===== src/rtl/vpc_pkg.sv =====
package vpc_pkg;

  typedef enum logic [1:0] {
    ENC_LEGACY = 2'd0,
    ENC_VEX2   = 2'd1,
    ENC_VEX3   = 2'd2,
    ENC_EVEX   = 2'd3
  } enc_class_e;

  typedef enum logic [1:0] {
    DSZ_NONE = 2'd0,
    DSZ_BYTE = 2'd1,
    DSZ_WORD = 2'd2
  } dsz_e;

  localparam logic [7:0] LEAD_VEX2 = 8'hC5;
  localparam logic [7:0] LEAD_VEX3 = 8'hC4;
  localparam logic [7:0] LEAD_EVEX = 8'h62;

  typedef struct packed {
    enc_class_e  cls;
    logic [2:0]  pfx_len;
    logic        hi_bank;
  } pfx_info_t;

endpackage


===== src/rtl/vpc_prefix_sniff.sv =====
module vpc_prefix_sniff
  import vpc_pkg::*;
(
  input  logic [15:0] lead_bytes,
  output pfx_info_t   info
);

  logic [7:0] first_b;
  logic [7:0] second_b;

  assign first_b  = lead_bytes[7:0];
  assign second_b = lead_bytes[15:8];

  always_comb begin
    info = '{cls: ENC_LEGACY, pfx_len: 3'd0, hi_bank: 1'b0};
    case (first_b)
      LEAD_VEX2: begin
        info.cls     = ENC_VEX2;
        info.pfx_len = 3'd2;
      end
      LEAD_VEX3: begin
        info.cls     = ENC_VEX3;
        info.pfx_len = 3'd3;
      end
      LEAD_EVEX: begin
        info.cls     = ENC_EVEX;
        info.pfx_len = 3'd4;
        // extra register bit is stored inverted in the first payload byte
        info.hi_bank = ~second_b[4];
      end
      default: ;
    endcase
  end

endmodule


===== src/rtl/vpc_disp_locate.sv =====
module vpc_disp_locate
  import vpc_pkg::*;
#(
  parameter int WIN_BYTES = 16
) (
  input  logic [8*WIN_BYTES-1:0] win,
  input  logic [2:0]             op_off,
  output dsz_e                   dsz,
  output logic [31:0]            raw_disp
);

  localparam int IDX_W = $clog2(WIN_BYTES);

  logic [7:0] wb [WIN_BYTES];

  for (genvar g = 0; g < WIN_BYTES; g++) begin : g_split
    assign wb[g] = win[8*g +: 8];
  end

  logic [IDX_W-1:0] modrm_idx;
  logic [IDX_W-1:0] disp_idx;
  logic [7:0]       modrm;
  logic [7:0]       sib;
  logic [1:0]       mod_f;
  logic [2:0]       rm_f;
  logic             has_sib;

  always_comb begin
    modrm_idx = IDX_W'(op_off) + IDX_W'(1);
    modrm     = wb[modrm_idx];
    mod_f     = modrm[7:6];
    rm_f      = modrm[2:0];
    has_sib   = (mod_f != 2'b11) && (rm_f == 3'b100);
    sib       = wb[modrm_idx + IDX_W'(1)];
    disp_idx  = modrm_idx + IDX_W'(1) + (has_sib ? IDX_W'(1) : IDX_W'(0));
  end

  always_comb begin
    dsz = DSZ_NONE;
    case (mod_f)
      2'b01: dsz = DSZ_BYTE;
      2'b10: dsz = DSZ_WORD;
      2'b00: begin
        if (rm_f == 3'b101)
          dsz = DSZ_WORD;
        else if (has_sib && (sib[2:0] == 3'b101))
          dsz = DSZ_WORD;
      end
      default: dsz = DSZ_NONE;
    endcase
  end

  assign raw_disp = {wb[disp_idx + IDX_W'(3)], wb[disp_idx + IDX_W'(2)],
                     wb[disp_idx + IDX_W'(1)], wb[disp_idx]};

endmodule


===== src/rtl/vpc_disp_scale.sv =====
module vpc_disp_scale
  import vpc_pkg::*;
(
  input  enc_class_e  cls,
  input  dsz_e        dsz,
  input  logic [31:0] raw_disp,
  input  logic [2:0]  elem_log2,
  output logic [31:0] disp
);

  logic [31:0] short_ext;

  assign short_ext = {{24{raw_disp[7]}}, raw_disp[7:0]};

  always_comb begin
    case (dsz)
      DSZ_BYTE: disp = (cls == ENC_EVEX) ? (short_ext << elem_log2) : short_ext;
      DSZ_WORD: disp = raw_disp;
      default:  disp = 32'd0;
    endcase
  end

endmodule


===== src/rtl/vec_prefix_classifier.sv =====
module vec_prefix_classifier
  import vpc_pkg::*;
#(
  parameter int WIN_BYTES = 16,
  parameter int ELEM_W    = 3
) (
  input  logic                   clk,
  input  logic                   rst_n,
  input  logic                   in_valid,
  input  logic [8*WIN_BYTES-1:0] in_win,
  input  logic [ELEM_W-1:0]      in_elem_log2,
  output logic                   out_valid,
  output logic [1:0]             out_class,
  output logic [2:0]             out_pfx_len,
  output logic [2:0]             out_op_off,
  output logic [2:0]             out_disp_size,
  output logic [31:0]            out_disp,
  output logic                   out_hi_bank
);

  pfx_info_t   info;
  dsz_e        dsz;
  logic [31:0] raw_disp;
  logic [31:0] eff_disp;
  logic [2:0]  elem_sh;

  assign elem_sh = 3'(in_elem_log2);

  vpc_prefix_sniff i_sniff (
    .lead_bytes (in_win[15:0]),
    .info       (info)
  );

  vpc_disp_locate #(.WIN_BYTES(WIN_BYTES)) i_locate (
    .win      (in_win),
    .op_off   (info.pfx_len),
    .dsz      (dsz),
    .raw_disp (raw_disp)
  );

  vpc_disp_scale i_scale (
    .cls       (info.cls),
    .dsz       (dsz),
    .raw_disp  (raw_disp),
    .elem_log2 (elem_sh),
    .disp      (eff_disp)
  );

  logic        nxt_valid;
  logic [1:0]  nxt_class;
  logic [2:0]  nxt_pfx_len;
  logic [2:0]  nxt_op_off;
  logic [2:0]  nxt_disp_size;
  logic [31:0] nxt_disp;
  logic        nxt_hi_bank;

  always_comb begin
    nxt_valid     = in_valid;
    nxt_class     = out_class;
    nxt_pfx_len   = out_pfx_len;
    nxt_op_off    = out_op_off;
    nxt_disp_size = out_disp_size;
    nxt_disp      = out_disp;
    nxt_hi_bank   = out_hi_bank;
    if (in_valid) begin
      nxt_class   = info.cls;
      nxt_pfx_len = info.pfx_len;
      nxt_op_off  = info.pfx_len;
      nxt_hi_bank = info.hi_bank;
      nxt_disp    = eff_disp;
      case (dsz)
        DSZ_BYTE: nxt_disp_size = 3'd1;
        DSZ_WORD: nxt_disp_size = 3'd4;
        default:  nxt_disp_size = 3'd0;
      endcase
    end
  end

  always_ff @(posedge clk or negedge rst_n) begin
    if (!rst_n) begin
      out_valid     <= 1'b0;
      out_class     <= 2'd0;
      out_pfx_len   <= 3'd0;
      out_op_off    <= 3'd0;
      out_disp_size <= 3'd0;
      out_disp      <= 32'd0;
      out_hi_bank   <= 1'b0;
    end else begin
      out_valid     <= nxt_valid;
      out_class     <= nxt_class;
      out_pfx_len   <= nxt_pfx_len;
      out_op_off    <= nxt_op_off;
      out_disp_size <= nxt_disp_size;
      out_disp      <= nxt_disp;
      out_hi_bank   <= nxt_hi_bank;
    end
  end

  AST_STROBE_FOLLOWS: assert property (@(posedge clk) disable iff (!rst_n)
    in_valid |=> out_valid);
  AST_STROBE_QUIET: assert property (@(posedge clk) disable iff (!rst_n)
    !in_valid |=> !out_valid);
  AST_HOLD_WHEN_IDLE: assert property (@(posedge clk) disable iff (!rst_n)
    !in_valid |=> ($stable(out_disp) && $stable(out_class) && $stable(out_hi_bank)));
  AST_LEGACY_NO_PREFIX: assert property (@(posedge clk) disable iff (!rst_n)
    (out_class == 2'd0) |-> (out_pfx_len == 3'd0 && out_op_off == 3'd0));
  AST_BANK_NEEDS_EVEX: assert property (@(posedge clk) disable iff (!rst_n)
    out_hi_bank |-> (out_class == 2'd3));
  AST_NO_DISP_IS_ZERO: assert property (@(posedge clk) disable iff (!rst_n)
    (out_disp_size == 3'd0) |-> (out_disp == 32'd0));

endmodule


===== config.mk =====
export PLATFORM = sky130hd
export DESIGN_NAME = vec_prefix_classifier
export DESIGN_NICKNAME = d
export VERILOG_FILES = /design/src/rtl/vpc_pkg.sv /design/src/rtl/vpc_prefix_sniff.sv /design/src/rtl/vpc_disp_locate.sv /design/src/rtl/vpc_disp_scale.sv /design/src/rtl/vec_prefix_classifier.sv
export SDC_FILE = /design/constraint.sdc
export NUM_CORES = 1
export LEC_CHECK = 0
export BUFFER_PORTS_ARGS = -buffer_cell sky130_fd_sc_hd__buf_2
export CAP_MARGIN = 5
export CORE_ASPECT_RATIO = 0.75
export CORE_MARGIN = 2
export CORE_UTILIZATION = 51
export DETAILED_ROUTE_END_ITERATION = 8
export PLACE_DENSITY_LB_ADDON = 0.08
export SKIP_CTS_REPAIR_TIMING = 1
export SYNTH_ARGS = -nofsm -noshare
export SYNTH_HDL_FRONTEND = slang
export SYNTH_SLANG_ARGS = --single-unit
export TNS_END_PERCENT = 10

===== constraint.sdc =====
create_clock -name clk -period 0.8 [get_ports clk]
set_input_delay 0.04 -clock clk [delete_from_list [all_inputs] [get_ports clk]]
set_output_delay 0.04 -clock clk [all_outputs]
set_load 0.02 [all_outputs]

==> Word level (Yosys, flattened, before mapping) <==
Cells that the tools add are included.
{ "totals": {"output_inout_bits": 45, "romBits": 0, "ff_bits": 42, "mem_bits_rw": 0, "wordCells": 68, "latch_bits": 0, "n_memories": 0} }
{ "op_classes": {"multipliers": 0, "bitwise_logic": 7, "shifts": 1, "eq_ne": 12, "n_addsub": 6, "n_reduce_logical": 3, "div": 0, "n_mux": 27, "n_lt_le_gt_ge": 6} }
{ "op_table": {"columns": ["cell", "n"], "rows": [
  ["$bmux W8 S4", 6],
  ["$mux W8", 10],
  ["$pmux W32 S2", 1],
  ["$mux W32", 1],
  ["$shl A32 B3 Y32", 1],
  ["$ge A5 B5 Y1 const B", 6],
  ["$not A4 Y5", 6],
  ["$eq A8 B8 Y1 const B", 2],
  ["$pmux W5 S3", 1],
  ["$eq A3 B3 Y1 const B", 3],
  ["$add A4 B1 Y4 const B", 2],
  ["$add A4 B2 Y4 const B", 2],
  ["$eq A8 B7 Y1 const B", 1],
  ["$eq A2 B2 Y1 const B", 3],
  ["$mux W3", 2],
  ["$pmux W2 S3", 1],
  ["$pmux W3 S2", 1],
  ["$add A3 B1 Y4 const B", 1],
  ["$add A4 B4 Y4", 1],
  ["$eq A2 B1 Y1 const B", 2],
  ["$mux W2", 2],
  ["$logic_and A1 B1 Y1", 2],
  ["$logic_not A2 Y1", 1],
  ["$mux W1", 2],
  ["2 further kinds", 2]
]} }

==> Longest topological paths before layout <==
{ "depth": {"word_depth": 18, "ltp_mapped": 32, "ltp_nobuf": 24} }

==> Hierarchy <==
A second synthesis with hierarchy kept.
{ "unflattened": {"cells_unflattened": 688, "area_unflattened_um2": 7734.9} }
{ "modules_own_cells": {"columns": ["module", "cells_per_inst", "instances", "area_per_inst_um2"], "rows": [
  ["vpc_disp_locate", 436, 1, 5073.6],
  ["vec_prefix_classifier", 95, 1, 1737.9],
  ["vpc_disp_scale", 145, 1, 844.6],
  ["vpc_prefix_sniff", 12, 1, 78.8]
]} }

==> Worst setup path after synthesis <==
Ideal clock, no wire load.
{ "synth_path": {"path_kind": "input to register", "startpoint": "in in_win[0]", "endpoint": "reg out_disp[30]", "t_arrival_ns": 6.781, "t_required_ns": 0.672, "path_buffers": 9, "path_slack_ns": -6.109, "cell_stages": 30, "setup_ns": 0.128, "path_cell_list": "or4b_1 buf_6 nor2_8 inv_6 buf_6 buf_2 ha_1 o21ai_0 ha_1 buf_1 buf_1 a22oi_1 mux4_1 nand2_1 o31a_1 inv_1 a211oi_1 ha_1 ha_1 clkbuf_1 clkbuf_1 buf_1 inv_1 ha_1 a21oi_1 xnor2_2 buf_2 mux2_2 o2111ai_1 nand3_1"} }
{ "synth_via": {"elab_chain_len": 18, "word_cells_on_any_way": 43} }
{ "synth_lines": {"columns": ["element", "line", "source"], "rows": [
  ["start, declared", "vec_prefix_classifier.sv:10", "input logic [8*WIN_BYTES-1:0] in_win,"],
  ["$eq A8 B7 Y1 / $eq A8 B8 Y1 (equally long branches)", "vpc_prefix_sniff.sv:16", "case (first_b)"],
  ["$pmux W5 S3 *", "vpc_prefix_sniff.sv:16", null],
  ["named net i_locate.op_off[0]", "vpc_disp_locate.sv:7", "input logic [2:0] op_off,"],
  ["$add A3 B1 Y4 *", "vpc_disp_locate.sv:29", "modrm_idx = IDX_W'(op_off) + IDX_W'(1);"],
  ["$not A4 Y5 (implied by the code)", "vpc_disp_locate.sv:30", "modrm = wb[modrm_idx];"],
  ["$bmux W8 S4", "vpc_disp_locate.sv:30", null],
  ["$mux W8 (implied by the code) (2 in series)", "vpc_disp_locate.sv:30", null],
  ["$eq A3 B3 Y1 / $ne A2 B2 Y1 (equally long branches)", "vpc_disp_locate.sv:33", "has_sib = (mod_f != 2'b11) && (rm_f == 3'b100);"],
  ["$logic_and A1 B1 Y1", "vpc_disp_locate.sv:33", null],
  ["$mux W1", "vpc_disp_locate.sv:35", "disp_idx = modrm_idx + IDX_W'(1) + (has_sib ? IDX_W'(1) : IDX_W'(0));"],
  ["$add A4 B4 Y4", "vpc_disp_locate.sv:35", null],
  ["$not A4 Y5 (implied by the code)", "vpc_disp_locate.sv:54", "wb[disp_idx + IDX_W'(1)], wb[disp_idx]};"],
  ["$bmux W8 S4", "vpc_disp_locate.sv:54", null],
  ["$mux W8 (implied by the code) (2 in series)", "vpc_disp_locate.sv:54", null],
  ["$shl A32 B3 Y32", "vpc_disp_scale.sv:17", "DSZ_BYTE: disp = (cls == ENC_EVEX) ? (short_ext << elem_log2) : short_ext;"],
  ["$mux W32", "vpc_disp_scale.sv:17", null],
  ["$pmux W32 S2 *", "vpc_disp_scale.sv:16", "case (dsz)"],
  ["end signal, assigned", "vec_prefix_classifier.sv:94", "out_disp <= nxt_disp;"],
  ["end, declared", "vec_prefix_classifier.sv:17", "output logic [31:0] out_disp,"]
]} }
Mark *: on every way through the listed nets, which the timed path passes. The rest lies on a longest branch. The select of a mux whose other input is x is not followed.
A chain may end at the register's enable or synchronous reset.

==> Final worst setup path <==
{ "layout_path": {"startpoint": "in in_win[4]", "endpoint": "reg out_disp[8]"} }
Same word-level chain as after synthesis.

==> impl_metrics.json <==
{
  "synth_area_leaders": "mux4_2 (42%), dfrtp_1 (14%), mux2i_1 (4.3%)",
  "pre_cts_slack_ns": -4.720,
  "cp-start-kind": "input pin",
  "finalMaxSlewViolations": 0,
  "path_clk_slew_ns": 0.07,
  "clockRootBuffer": "clkbuf_16",
  "routed_wirelength_um": 30470,
  "synth_most_common_cell": "mux4_2",
  "synth_edf_count": 0,
  "viasPerCell": 6.663,
  "synth-async-reset-ratio_pct": 100.0,
  "synth_top_cell_area_share_pct": 42.29,
  "diodes": 0,
  "io_pins": 179,
  "hold_violations": 0,
  "path_buf_inv": 7,
  "syn_avg_cell_area_um2": 10.82,
  "critPathTopFamily": "multiplexers",
  "crit_arrival_ns": 5.41,
  "area_growth_pct": 54.37,
  "cp.required_ns": 1.00,
  "grt_max_degree": 31,
  "cpPeakStageDelay_ns": 0.57,
  "dp_hpwl_um": 24090,
  "hp-class": "in -> reg",
  "syn_inst": 689,
  "synth_area_um2": 7456,
  "dr.pass1.iters": 5,
  "die_y_um": 108.7,
  "io_buffers": 177,
  "tritoncts": "yes",
  "ys_warn_count": 0,
  "chipWidth_um": 143.6,
  "path_common_cell": "ha_4",
  "p_leak_nw": 5.135,
  "status": "finished with violations",
  "post-route-drc-count": 0,
  "fmax_ghz": 0.1916,
  "cts_buffers": 5,
  "grt_util_met3_pct": 10.28,
  "post_drt_wl_per_cell_um": 23.46,
  "whs_path_depth": 3,
  "p_per_area_nw_per_um2": 903.5,
  "ys_top_cells_by_count": "mux4_2 (140), nand2_1 (83), dfrtp_1 (41), clkbuf_1 (37), nor2_1 (33)",
  "h-tree-depth": 2,
  "initial_core_util_pct": 51.93,
  "clock_latency_ns": 0.29,
  "grt.met1_usage_pct": 53.51,
  "total_power_mw": 10.40,
  "vias": 8655,
  "design.die.area_um2": 15610,
  "hold_start": "in_win[12]",
  "worstSetupEndpointType": "flip-flop",
  "grt_pass1_vias": 8158,
  "reg2reg_from": "out_disp[3]",
  "ys_ff_latch": 41,
  "fin_crit_sh_pct": 652.4,
  "cts_buffer_depth": 2,
  "final_antenna_net_count": 0,
  "fp.coreArea_um2": 14360,
  "period_minus_slack_ns": 5.219,
  "cts_sinks": 41,
  "ys_types": 80,
  "cp.depth": 27,
  "cap_viol_max_count": 0,
  "routabilityCongestion": 0.9849,
  "drt-initial-drc-count": 1014,
  "synth_nets": 833,
  "setup_viol": 84,
  "hold_ws_ns": 0.07821,
  "ys.flop_type": "dfrtp_1",
  "skew_ns": 0,
  "critPathKind": "in -> reg",
  "violations": "setup timing",
  "ir_drop_v": 0.001260,
  "grt_setup_unrepaired": "yes",
  "fp-row-count": 38,
  "drive_gt1_share_pct": 66.88,
  "fin_nets": 1242,
  "grt_pass1_wl_um": 44400,
  "setup_ws_ns": -4.419,
  "synth_top_area_cell": "mux4_2",
  "synth-seq-area-share_pct": 13.76,
  "grt_usage_pct": 37.40,
  "cp_max_fo": 7,
  "met2_usage_pct": 56.02,
  "antenna_found_initial": 0,
  "startpoint": "in_win[4]",
  "overflow": 0,
  "gr-max-usage-layer": "met2",
  "cpMaxStageDelayCell": "or4b_4",
  "postLayoutCoreUtil_pct": 80.16,
  "r2r.worst_path.cells": 3
}
[sequential cells by signal (all words and copies together), names as in the netlist]
signal	cells
out_disp	32
out_op_off	3
out_class	2
out_disp_size	2
out_hi_bank	1
out_valid	1
[through the flow]
stage                     instance area (µm²)  cells  setup TNS, ns
after CTS                               10820   1277        -146.71
after global routing                    11510   1299        -151.89
after detailed placement                10630   1269        -154.48
after floorplan                          7834    689        -150.95
final                                   11510   1299        -145.39
after global placement                  10630   1269        -150.64
[cells by family after synthesis]
| logic type | Yosys count | share of synthesized area (%) |
|---|---|---|
| muxes | 197 | 51.02 |
| and+or+nand+nor | 218 | 14.42 |
| adders and majority gates | 10 | 1.678 |
| xor gates and xnor gates | 7 | 0.9232 |
| DFF | 41 | 13.76 |
| AOI/OAI and AO/OA | 120 | 12.03 |
| other | 1 | 0.05030 |
| buffers and inverters | 95 | 6.125 |
[final timing paths]
check | slack (ns) | endpoint
worst max register to register | -0.10 | out_disp[3]
worst min-delay path | 0.08 | out_hi_bank
worst max-delay path | -4.42 | out_disp[8]
worst min register to register | 0.49 | out_disp[22]
max in group asynchronous | 0.18 | out_disp[3]
min in group asynchronous | 0.16 | out_op_off[0]
[layout make-up]
type	count	area [µm²]
Multi-Input combinational cell	553	6475
Clock buffer	5	125.1
Clock inverter	3	68.82
Sequential cell	41	1026
Tap cell	200	250.2
Inverter	25	101.3
Timing Repair Buffer	472	3463
Fill cell	921	2849
[tightest hold or removal path, delay by kind of cell]
kind	cells	cell delay (ns)
AOI/OAI and AO/OA	1	0.07
buffers and inverters	2	0.22
[report_power, final]
part | internal [mW] | total, mW | switching [mW]
clock network | 1.80 | 2.69 | 0.887
registers | 2.29 | 2.41 | 0.124
logic | 2.79 | 5.30 | 2.51
[cell usage in the layout, fill, tap and decap left out, drive strengths merged, types with 10 or more instances in the layout]
cell type,n
a21oi,26
buf,469
nor2b,14
dfrtp,41
nand2,83
ha,10
nand3,31
mux2,22
nor2,34
mux2i,32
mux4,143
nor3,21
inv,24
o21ai,15
[layer usage]
| metal | up-vias | wire length, µm | part of all wire [%] |
|---|---|---|---|
| met5 | - | 0 | 0 |
| met1 | 4255 | 12020 | 39 |
| met2 | 702 | 13370 | 44 |
| met3 | 88 | 3963 | 13 |
| met4 | 0 | 1121 | 3.7 |
| li1 | 3610 | - | - |
(Power assumes the default switching activity.)
